File: src/rtl/vram_blk_dma_pkg.sv
package vram_blk_dma_pkg;
  typedef enum logic [1:0] {XF_IDLE = 2'd0, XF_RD = 2'd1, XF_WR = 2'd2} xf_state_e;
  localparam logic [2:0] SEL_SRC_HI = 3'd0;
  localparam logic [2:0] SEL_SRC_LO = 3'd1;
  localparam logic [2:0] SEL_DST_HI = 3'd2;
  localparam logic [2:0] SEL_DST_LO = 3'd3;
  localparam logic [2:0] SEL_CTL    = 3'd4;
endpackage

File: src/rtl/vram_blk_dma_xfer.sv
module vram_blk_dma_xfer
  import vram_blk_dma_pkg::*;
#(
  parameter int AW    = 16,
  parameter int DW    = 8,
  parameter int CNT_W = 12
) (
  input  logic             clk_i,
  input  logic             rst_ni,
  input  logic             load_i,
  input  logic [AW-1:0]    src_i,
  input  logic [AW-1:0]    dst_i,
  input  logic             go_i,
  input  logic [CNT_W-1:0] nbytes_i,
  output logic             active_o,
  output logic             done_o,
  output logic [AW-1:0]    src_nxt_o,
  output logic [AW-1:0]    dst_nxt_o,
  output logic             mem_req_o,
  output logic             mem_we_o,
  output logic [AW-1:0]    mem_addr_o,
  output logic [DW-1:0]    mem_wdata_o,
  input  logic [DW-1:0]    mem_rdata_i
);
  xf_state_e        state_q;
  logic [AW-1:0]    src_q, dst_q;
  logic [CNT_W-1:0] cnt_q;
  logic [DW-1:0]    data_q;
  logic             last_byte;

  assign last_byte = (cnt_q == CNT_W'(1));

  always_ff @(posedge clk_i or negedge rst_ni) begin
    if (!rst_ni) begin
      state_q <= XF_IDLE;
      src_q   <= '0;
      dst_q   <= '0;
      cnt_q   <= '0;
      data_q  <= '0;
    end else begin
      if (load_i) begin
        src_q <= src_i;
        dst_q <= dst_i;
      end
      unique case (state_q)
        XF_IDLE: if (go_i) begin
          cnt_q   <= nbytes_i;
          state_q <= XF_RD;
        end
        XF_RD: begin
          data_q  <= mem_rdata_i;
          state_q <= XF_WR;
        end
        XF_WR: begin
          src_q   <= src_nxt_o;
          dst_q   <= dst_nxt_o;
          cnt_q   <= cnt_q - CNT_W'(1);
          state_q <= last_byte ? XF_IDLE : XF_RD;
        end
        default: state_q <= XF_IDLE;
      endcase
    end
  end

  assign src_nxt_o   = src_q + AW'(1);
  assign dst_nxt_o   = dst_q + AW'(1);
  assign active_o    = (state_q != XF_IDLE);
  assign done_o      = (state_q == XF_WR) && last_byte;
  assign mem_req_o   = active_o;
  assign mem_we_o    = (state_q == XF_WR);
  assign mem_addr_o  = mem_we_o ? dst_q : src_q;
  assign mem_wdata_o = data_q;


  rd_before_wr_chk: assert property (@(posedge clk_i) disable iff (!rst_ni)
    mem_we_o |-> $past(mem_req_o && !mem_we_o));


  wr_addr_step_chk: assert property (@(posedge clk_i) disable iff (!rst_ni)
    (mem_we_o && $past(mem_we_o, 2)) |-> (mem_addr_o == $past(mem_addr_o, 2) + AW'(1)));
endmodule

File: src/rtl/vram_blk_dma_regs.sv
module vram_blk_dma_regs
  import vram_blk_dma_pkg::*;
#(
  parameter int AW        = 16,
  parameter int DW        = 8,
  parameter int BLK_BYTES = 16,
  parameter int VRAM_BASE = 'h8000,
  parameter int VRAM_SIZE = 'h2000,
  parameter int CNT_W     = 12
) (
  input  logic             clk_i,
  input  logic             rst_ni,
  input  logic             we_i,
  input  logic [2:0]       sel_i,
  input  logic [DW-1:0]    wdata_i,
  output logic [DW-1:0]    rdata_o,
  input  logic             hblank_i,
  input  logic             xfer_active_i,
  input  logic             done_i,
  input  logic [AW-1:0]    src_nxt_i,
  input  logic [AW-1:0]    dst_nxt_i,
  output logic             load_o,
  output logic [AW-1:0]    src_o,
  output logic [AW-1:0]    dst_o,
  output logic             go_o,
  output logic [CNT_W-1:0] nbytes_o,
  output logic             blank_o
);
  localparam int            LEN_W      = DW - 1;
  localparam int            BLK_LG     = $clog2(BLK_BYTES);
  localparam logic [AW-1:0] ALIGN_MASK = ~AW'(BLK_BYTES - 1);
  localparam logic [AW-1:0] DST_MASK   = AW'(VRAM_SIZE - 1) & ALIGN_MASK;
  localparam logic [AW-1:0] DST_BASE   = AW'(VRAM_BASE);

  logic [DW-1:0] src_hi_q, src_lo_q, dst_hi_q, dst_lo_q, ctl_q, ctl_dec;
  logic          blank_q, ctl_wr, src_bad, accept, gen_go, blk_go;

  assign src_o   = {src_hi_q, src_lo_q} & ALIGN_MASK;
  assign dst_o   = ({dst_hi_q, dst_lo_q} & DST_MASK) | DST_BASE;
  assign src_bad = (32'(src_o) >= VRAM_BASE) && (32'(src_o) < VRAM_BASE + VRAM_SIZE);
  assign ctl_wr  = we_i && (sel_i == SEL_CTL) && !xfer_active_i;
  assign accept  = ctl_wr && !src_bad;
  assign gen_go  = accept && !wdata_i[DW-1] && !blank_q;
  assign blk_go  = blank_q && hblank_i && !xfer_active_i && !accept;
  assign ctl_dec = ctl_q - DW'(1);

  assign load_o   = accept;
  assign go_o     = gen_go || blk_go;
  assign nbytes_o = gen_go ? ((CNT_W'(wdata_i[LEN_W-1:0]) + CNT_W'(1)) << BLK_LG)
                           : CNT_W'(BLK_BYTES);
  assign blank_o  = blank_q;

  always_ff @(posedge clk_i or negedge rst_ni) begin
    if (!rst_ni) begin
      src_hi_q <= '0; src_lo_q <= '0; dst_hi_q <= '0; dst_lo_q <= '0;
      ctl_q    <= '0;
      blank_q  <= 1'b0;
    end else begin
      if (we_i) begin
        unique case (sel_i)
          SEL_SRC_HI: src_hi_q <= wdata_i;
          SEL_SRC_LO: src_lo_q <= wdata_i;
          SEL_DST_HI: dst_hi_q <= wdata_i;
          SEL_DST_LO: dst_lo_q <= wdata_i;
          default: ;
        endcase
      end
      if (accept) begin
        ctl_q   <= wdata_i;
        blank_q <= wdata_i[DW-1];
      end
      if (done_i) begin
        {src_hi_q, src_lo_q} <= src_nxt_i;
        {dst_hi_q, dst_lo_q} <= dst_nxt_i;
        if (blank_q) begin
          ctl_q <= ctl_dec;
          if (!ctl_dec[DW-1]) blank_q <= 1'b0;
        end else begin
          ctl_q[DW-1] <= 1'b1;
        end
      end
    end
  end

  always_comb begin
    unique case (sel_i)
      SEL_SRC_HI: rdata_o = src_hi_q;
      SEL_SRC_LO: rdata_o = src_lo_q;
      SEL_DST_HI: rdata_o = dst_hi_q;
      SEL_DST_LO: rdata_o = dst_lo_q;
      SEL_CTL:    rdata_o = ctl_q;
      default:    rdata_o = {DW{1'b1}};
    endcase
  end


  reject_keeps_ctl_chk: assert property (@(posedge clk_i) disable iff (!rst_ni)
    (ctl_wr && src_bad) |=> $stable(ctl_q));


  blank_dec_chk: assert property (@(posedge clk_i) disable iff (!rst_ni)
    (done_i && blank_q) |=> (ctl_q == DW'($past(ctl_q) - DW'(1))));
endmodule

File: src/rtl/vram_blk_dma.sv
module vram_blk_dma
  import vram_blk_dma_pkg::*;
#(
  parameter int DW        = 8,
  parameter int BLK_BYTES = 16,
  parameter int VRAM_BASE = 'h8000,
  parameter int VRAM_SIZE = 'h2000
) (
  input  logic              clk_i,
  input  logic              rst_ni,
  input  logic              reg_we_i,
  input  logic [2:0]        reg_sel_i,
  input  logic [DW-1:0]     reg_wdata_i,
  output logic [DW-1:0]     reg_rdata_o,
  input  logic              hblank_i,
  output logic              mem_req_o,
  output logic              mem_we_o,
  output logic [2*DW-1:0]   mem_addr_o,
  output logic [DW-1:0]     mem_wdata_o,
  input  logic [DW-1:0]     mem_rdata_i,
  output logic              cpu_stall_o,
  output logic              busy_o
);
  localparam int AW    = 2 * DW;
  localparam int CNT_W = (DW - 1) + 1 + $clog2(BLK_BYTES);

  logic             load, go, active, done, blank;
  logic [AW-1:0]    src, dst, src_nxt, dst_nxt;
  logic [CNT_W-1:0] nbytes;

  vram_blk_dma_regs #(
    .AW(AW), .DW(DW), .BLK_BYTES(BLK_BYTES),
    .VRAM_BASE(VRAM_BASE), .VRAM_SIZE(VRAM_SIZE), .CNT_W(CNT_W)
  ) u_regs (
    .clk_i, .rst_ni,
    .we_i(reg_we_i), .sel_i(reg_sel_i), .wdata_i(reg_wdata_i), .rdata_o(reg_rdata_o),
    .hblank_i, .xfer_active_i(active), .done_i(done),
    .src_nxt_i(src_nxt), .dst_nxt_i(dst_nxt),
    .load_o(load), .src_o(src), .dst_o(dst),
    .go_o(go), .nbytes_o(nbytes), .blank_o(blank)
  );

  vram_blk_dma_xfer #(.AW(AW), .DW(DW), .CNT_W(CNT_W)) u_xfer (
    .clk_i, .rst_ni,
    .load_i(load), .src_i(src), .dst_i(dst), .go_i(go), .nbytes_i(nbytes),
    .active_o(active), .done_o(done), .src_nxt_o(src_nxt), .dst_nxt_o(dst_nxt),
    .mem_req_o, .mem_we_o, .mem_addr_o, .mem_wdata_o, .mem_rdata_i
  );

  assign cpu_stall_o = active;
  assign busy_o      = active || blank;


  stall_opens_with_read_chk: assert property (@(posedge clk_i) disable iff (!rst_ni)
    $rose(cpu_stall_o) |-> (mem_req_o && !mem_we_o));
endmodule

File: config.mk
export PLATFORM = sky130hd
export DESIGN_NAME = vram_blk_dma
export DESIGN_NICKNAME = d
export VERILOG_FILES = /design/src/rtl/vram_blk_dma_pkg.sv /design/src/rtl/vram_blk_dma_xfer.sv /design/src/rtl/vram_blk_dma_regs.sv /design/src/rtl/vram_blk_dma.sv
export SDC_FILE = /design/constraint.sdc
export NUM_CORES = 1
export LEC_CHECK = 0
export ABC_AREA = 0
export BUFFER_PORTS_ARGS = -buffer_cell sky130_fd_sc_hd__buf_2
export CORE_AREA = 2 2 140 142
export DETAILED_ROUTE_END_ITERATION = 8
export DIE_AREA = 0 0 142 144
export GPL_ROUTABILITY_DRIVEN = 1
export GPL_TIMING_DRIVEN = 0
export PLACE_DENSITY_LB_ADDON = 0.25
export SYNTH_ARGS = -nofsm -noshare
export SYNTH_HDL_FRONTEND = slang
export SYNTH_HIERARCHICAL = 1
export SYNTH_SLANG_ARGS = --single-unit
File: constraint.sdc
create_clock -name clk_i -period 3.05 [get_ports clk_i]
set_input_delay 0.305 -clock clk_i [delete_from_list [all_inputs] [get_ports clk_i]]
set_output_delay 0.305 -clock clk_i [all_outputs]
set_load 0.01 [all_outputs]
# After elaboration in Yosys (flattened, before gate mapping)
# Index checks and enable logic that the tools add are counted.
# W data, S select, Z words.
# word_totals
wordCells	92
output_inout_bits	36
register_bits	95
ram_bits	0
memories	0
mem_bits_ro	0
latchBits	0
# classes
bitwise	0
order_cmp	2
shifts	0
eq_ne	8
n_reduce_logical	33
mux	32
add_sub_neg	5
div	0
mul	0
# ops
op	count
$mux W8	14
$mux W16	5
$pmux W8 S5	1
$add A16 B1 Y16 const B	2
$mux W12	2
$pmux W12 S2	1
$reduce_bool A2 Y1	9
$ge A16 B16 Y1 const B	1
$lt A16 B16 Y1 const B	1
$eq A12 B1 Y1 const B	1
$sub A12 B1 Y12 const B	1
$logic_and A1 B1 Y1	10
$reduce_and A2 Y1	5
$add A7 B1 Y8 const B	1
$sub A8 B1 Y8 const B	1
$mux W7	1
$eq A3 B2 Y1 const B	2
$mux W1	6
$pmux W2 S3	1
$logic_not A1 Y1	5
$eq A3 B1 Y1 const B	1
$eq A3 B3 Y1 const B	1
$logic_not A3 Y1	1
$eq A2 B1 Y1 const B	1
5 further kinds	6

# Depth between registers and ports, before layout
# depth
ltp_word	9
ltp_mapped	10
ltp_nobuf	8

# Hierarchy
# The synthesis kept the hierarchy.
# by_module_without_submodules
mod	area_each_um2	instances	seq_area_each_um2	cells_each
vram_blk_dma_xfer	3512.1	1	1351.3	408
vram_blk_dma_regs	2822.7	1	1026.0	316
vram_blk_dma	6.3	1	0.0	1

# Worst setup path after synthesis
# No wires, ideal clock.
# synth_path
path_type	register -> register
from	reg u_xfer.state_q[1]
to	reg u_xfer.cnt_q[9]
t_required_ns	2.924
stages_incl_launch_ff	10
n_path_buf	3
arrival_time_ns	2.845
synth_period_minus_slack_ns	2.971
path_slack_ns	0.079
path_cell_list	dfrtp_1 > clkbuf_1 > or2_2 > or4_4 > or3_1 > buf_6 > o21ai_1 > o21bai_1 > clkbuf_1 > a221o_1
# synth_via
elab_chain_cells	9
elab_cells_between_ends	18
cone_classes	eq/ne (2); mux (3); reduce/logical (13)
# synth_rtl
item	line	source
start: declaration	vram_blk_dma_xfer.sv:25	xf_state_e state_q;
start signal: assignment	vram_blk_dma_xfer.sv:58	state_q <= last_byte ? XF_IDLE : XF_RD;
$reduce_bool A2 Y1 *	vram_blk_dma_xfer.sv:67	assign active_o = (state_q != XF_IDLE);
named net cpu_stall_o	vram_blk_dma.sv:21	output logic cpu_stall_o,
$logic_not A1 Y1 *	vram_blk_dma_regs.sv:41, vram_blk_dma_regs.sv:44	
$logic_and A1 B1 Y1	vram_blk_dma_regs.sv:41	assign ctl_wr = we_i && (sel_i == SEL_CTL) && !xfer_active_i;
$logic_and A1 B1 Y1	vram_blk_dma_regs.sv:42	assign accept = ctl_wr && !src_bad;
$logic_and A1 B1 Y1 / $logic_not A1 Y1 (equally long branches)	vram_blk_dma_regs.sv:43, vram_blk_dma_regs.sv:44	
$logic_and A1 B1 Y1, on equally long branches	vram_blk_dma_regs.sv:43, vram_blk_dma_regs.sv:44	
$logic_or A1 B1 Y1 *	vram_blk_dma_regs.sv:48	assign go_o = gen_go || blk_go;
named net go	vram_blk_dma.sv:27	logic load, go, active, done, blank;
$ne A2 B2 Y1 (no source line) *	n/a	
$reduce_and A2 Y1 (no source line) *	n/a	
end signal: assignment	vram_blk_dma_xfer.sv:47	cnt_q <= nbytes_i;
end signal: assignment	vram_blk_dma_xfer.sv:57	cnt_q <= cnt_q - CNT_W'(1);
end: declaration	vram_blk_dma_xfer.sv:27	logic [CNT_W-1:0] cnt_q;
# Mark *: on every way through the listed nets, which the timed path passes. The rest lies on a longest branch. The select of a mux whose other input is x is not followed.
# A chain may end at the register's enable or synchronous reset.

# Worst setup path after layout
# layout_path
from	reg u_xfer.state_q[1]
to	reg u_xfer.cnt_q[9]
# layout_via
elab_chain_cells	9
elab_cells_between_ends	18
cone_classes	eq/ne (2); mux (3); reduce/logical (13)
# layout_rtl
item	line
$reduce_bool A2 Y1 *	vram_blk_dma_xfer.sv:67
$logic_not A1 Y1 *	vram_blk_dma_regs.sv:41, vram_blk_dma_regs.sv:44
$logic_and A1 B1 Y1	vram_blk_dma_regs.sv:41
$logic_and A1 B1 Y1	vram_blk_dma_regs.sv:42
$logic_and A1 B1 Y1 / $logic_not A1 Y1 (equally long branches)	vram_blk_dma_regs.sv:43, vram_blk_dma_regs.sv:44
$logic_and A1 B1 Y1, on equally long branches	vram_blk_dma_regs.sv:43, vram_blk_dma_regs.sv:44
$logic_or A1 B1 Y1 *	vram_blk_dma_regs.sv:48
named net go	vram_blk_dma.sv:27
$ne A2 B2 Y1 (no source line) *	n/a
$reduce_and A2 Y1 (no source line) *	n/a
# Marked as above.

==> flow_summary_export.csv <==
group,metric,value,unit
run_status,outcome,"finished clean",
critical_path,worstReg2RegStart,"u_xfer/state_q[1]$_DFFE_PN0P_",
logic_synthesis,synth_warnings,6,
pwr,p_seq_share,35.7,%
route,wl_per_cell,19.03,um
global_route,grtUsageTotal,20.13,%
critical_path,cpLargestDelayFamily,"simple AND/OR/NAND/NOR gates",
pwr,vdd_ir_drop_max,0.3307,mV
floorplan,dieWidth,142,um
route,via_per_inst,5.403,
global_route,grt_pass1_vias,5361,
final_layout,fin_area,7358,um^2
critical_path,cp-start-kind,"flip-flop",
critical_path,crit_arrival,3.11,ns
logic_synthesis,synth_edf_count,0,
route,wirelength,19.95,mm
pwr,power_frac_clock,18.6,%
logic_synthesis,synth_seq_cells,95,
global_route,grt_overflow,0,
pwr,pwr-share-comb,45.7,%
final_layout,areaGrowthSynthToFinish,16.04,%
floorplan,dieArea,20450,um^2
critical_path,r2r-end,"u_xfer/cnt_q[9]$_DFFE_PN0P_",
timing,min_period_over_period,94.26,%
timing,holdWs,0.1594,ns
critical_path,worst_path_max_delay_cell,"or4_4",
logic_synthesis,ys_types,67,
placement,dp_hpwl,14.71,mm
logic_synthesis,syn_inst,725,
logic_synthesis,synth_top_area_share,37.49,%
final_layout,nets,834,
cts,cts_root_buf,"clkbuf_16",
critical_path,path_buf_inv,3,
critical_path,r2r_cells,9,
global_route,grt_first_pass_wirelength,31.42,mm
min_path,min-delay-start,"mem_rdata_i[4]",
route,drtPass1Iterations,5,
pwr,p_leak,3.063,nW
logic_synthesis,synthTopCellsByArea,"dfrtp_1 (37%), mux2i_1 (7.6%), nand2_1 (5.9%)",
critical_path,cp.required,3.29,ns
timing,fin_crit,2.875,ns
floorplan,core,19080,um^2
cts,insertion_delay,0.35,ns
critical_path,slowest_delay,0.55,ns
timing,rsz0062_at_grt,"no",
final_layout,final_common_cell,"nand2_1",
final_layout,finalNonFillerCells,1048,
route,drc,0,
placement,portBuffers,54,
global_route,antenna_found_initial,0,
cts,cts_max_level,3,
job,timing.max_cap.violations,0,
placement,place_area,6988,um^2
global_route,grt_max_degree,63,
logic_synthesis,synth.avg_cell_area,8.746,um^2
floorplan,design.portCount,59,
min_path,hold_class,"primary input to flip-flop",
placement,gp_congestion,0.8632,
pwr,power.density,860.6,nW/um^2
pwr,intPower,0.003571,W
timing,finalHoldViolCount,0,
logic_synthesis,synth_ff_type,"dfrtp_1",
min_path,hold_path_end,"u_xfer/mem_wdata_o[4]$_DFFE_PN0N_",
critical_path,worstPathMaxFanout,10,
logic_synthesis,yosys.area.top_type,"dfrtp_1",
route,drtIter0Drc,676,
final_layout,diodes,0,
timing,slew_headroom,39.94,%
floorplan,die_h,144,um
pwr,swShare,43.61,%
logic_synthesis,async_flop_share,100.0,%
critical_path,crit_chain,"clkbuf_4, or2_4, or4_4, or3_1, buf_6, o21ai_4, o21bai_2, clkbuf_4, a221o_1",
cts,cts.path.max_buffers,2,
min_path,holdPathStages,2,
critical_path,end_kind,"flip-flop",
cts,clkTransAtPathRegs,0.07,ns
timing,setup_viol,0,
critical_path,crit_top_cell,"clkbuf_4",
final_layout,final_cell_mix,"nand2_1 (100), dfrtp_1 (94), buf_2 (65), o21ai_0 (51), mux2i_1 (48)",
final_layout,drive_above_1_share,20.86,%
logic_synthesis,synth_area,6341,um^2
critical_path,crit_type,"flip-flop to flip-flop",
route,vias,5662,
timing,clock_skew,0.006528,ns
floorplan,rows,51,
critical_path,r2r_slack,0.18,ns
timing,fmax,0.3478,GHz
timing,worst_pin_slew,0.8960,ns
cts,cts_tree,"done",
logic_synthesis,seq_area_frac_synth,37.49,%
cts,clock_sinks,95,
route,drtAntennaViolNets,0,
floorplan,start_util,33.23,%
placement,dp_cells,1031,
timing,slew_viol_final,0,
pwr,p_sw,0.002762,W
cts,numCtsBuffers,9,
through the flow:
step                      util (%)  setup TNS [ns]  setup WS (ns)  power (W)
final                        38.57               0         0.1751   0.006333
after global routing         38.57               0        0.02691   0.006802
after CTS                    38.38               0        0.01862   0.006311
after detailed placement     36.63          -15.75        -0.6105   0.005095
after global placement       36.47          -15.10        -0.6037   0.005069
after floorplan                  -               0        0.07905   0.004049
cells in the mapped netlist, types with 15 or more instances:
master    count
clkbuf_1     26
inv_1        16
nand2_1     100
mux2i_1      48
nand3_1      25
dfrtp_1      95
xor2_1       15
buf_4        30
a21oi_1      32
and3_1       15
nor2_1       35
o21ai_0      51
nor3_1       20
xnor2_1      19
final cells by class:
type | instances | area, um^2
inverters | 18 | 76.32
fillers | 1946 | 11720
well taps | 238 | 297.8
flip-flops and latches | 95 | 2379
repair buffers | 57 | 317.8
clock inverters | 4 | 55.05
multi-input cells | 546 | 3530
clock buffers | 12 | 246.5
plain buffers | 78 | 456.7
worst max path at each step:
stage / to / depth (start not counted) / startpoint / slack, ns
2_1_floorplan: u_xfer/cnt_q[9]$_DFFE_PN0P_ / 9 / u_xfer/state_q[1]$_DFFE_PN0P_ / 0.08
3_3_place_gp: u_regs/ctl_q[6]$_DFF_PN0_ / 10 / u_xfer/state_q[1]$_DFFE_PN0P_ / -0.60
3_5_place_dp: u_regs/ctl_q[6]$_DFF_PN0_ / 10 / u_xfer/state_q[1]$_DFFE_PN0P_ / -0.61
4_1_cts: u_regs/ctl_q[6]$_DFF_PN0_ / 7 / u_xfer/cnt_q[4]$_DFFE_PN0P_ / 0.02
5_1_grt: mem_addr_o[13] / 6 / u_xfer/state_q[0]$_DFFE_PN0P_ / 0.03
6_report: u_xfer/cnt_q[9]$_DFFE_PN0P_ / 9 / u_xfer/state_q[1]$_DFFE_PN0P_ / 0.18
timing repair:
item                                    in CTS  in global routing
endpoints found under the setup margin      58                 23
hold endpoints to repair                    33                  0
hold buffers                                 1                  0
setup buffers                                0                  1
cloned                                       0                  0
gates resized for setup                     11                  8
pin swaps                                    0                  1
layer usage:
metal  global-route usage [%]  wire (um)  vias to the layer above
met2                    31.02       8886                      171
met3                    1.854        953                       18
li1                         -          -                     2738
met4                    5.474        257                        0
met5                        0          0                        -
met1                    30.16       9849                     2735
cell families (layout without fill, tap and decap cells):
logic type	after synthesis	after routing	share of synthesized area [%]
AND/OR/NAND/NOR	253	253	19.97
AO/OA/AOI/OAI	175	175	18.11
buffers and inverters	97	169	8.189
flip-flops	95	95	37.49
multiplexers	63	63	10.24
XOR/XNOR	34	34	4.696
adder cells (fa/ha/maj)	6	6	1.184
other	2	15	0.1184
power groups by stage:
stage / clock (W) / sequential [W] / combinational [W]
finish: 0.00118 / 0.00226 / 0.00290
CTS: 0.00120 / 0.00225 / 0.00286
global route: 0.00126 / 0.00234 / 0.00320
floorplan: 0 / 0.00212 / 0.00193
detailed placement: 0 / 0.00226 / 0.00283
global placement: 0 / 0.00226 / 0.00281
registers in the layout (all words and copies together), names as in the netlist:
signal and cells:
u_xfer/dst_q 16, u_xfer/src_q 16, u_xfer/cnt_q 12, u_regs/ctl_q 8, u_regs/dst_hi_q 8, u_regs/dst_lo_q 8, u_regs/src_hi_q 8, u_regs/src_lo_q 8
u_xfer/mem_wdata_o 8, u_xfer/state_q 2, u_regs/blank_o 1
(Power assumes the default switching activity.)
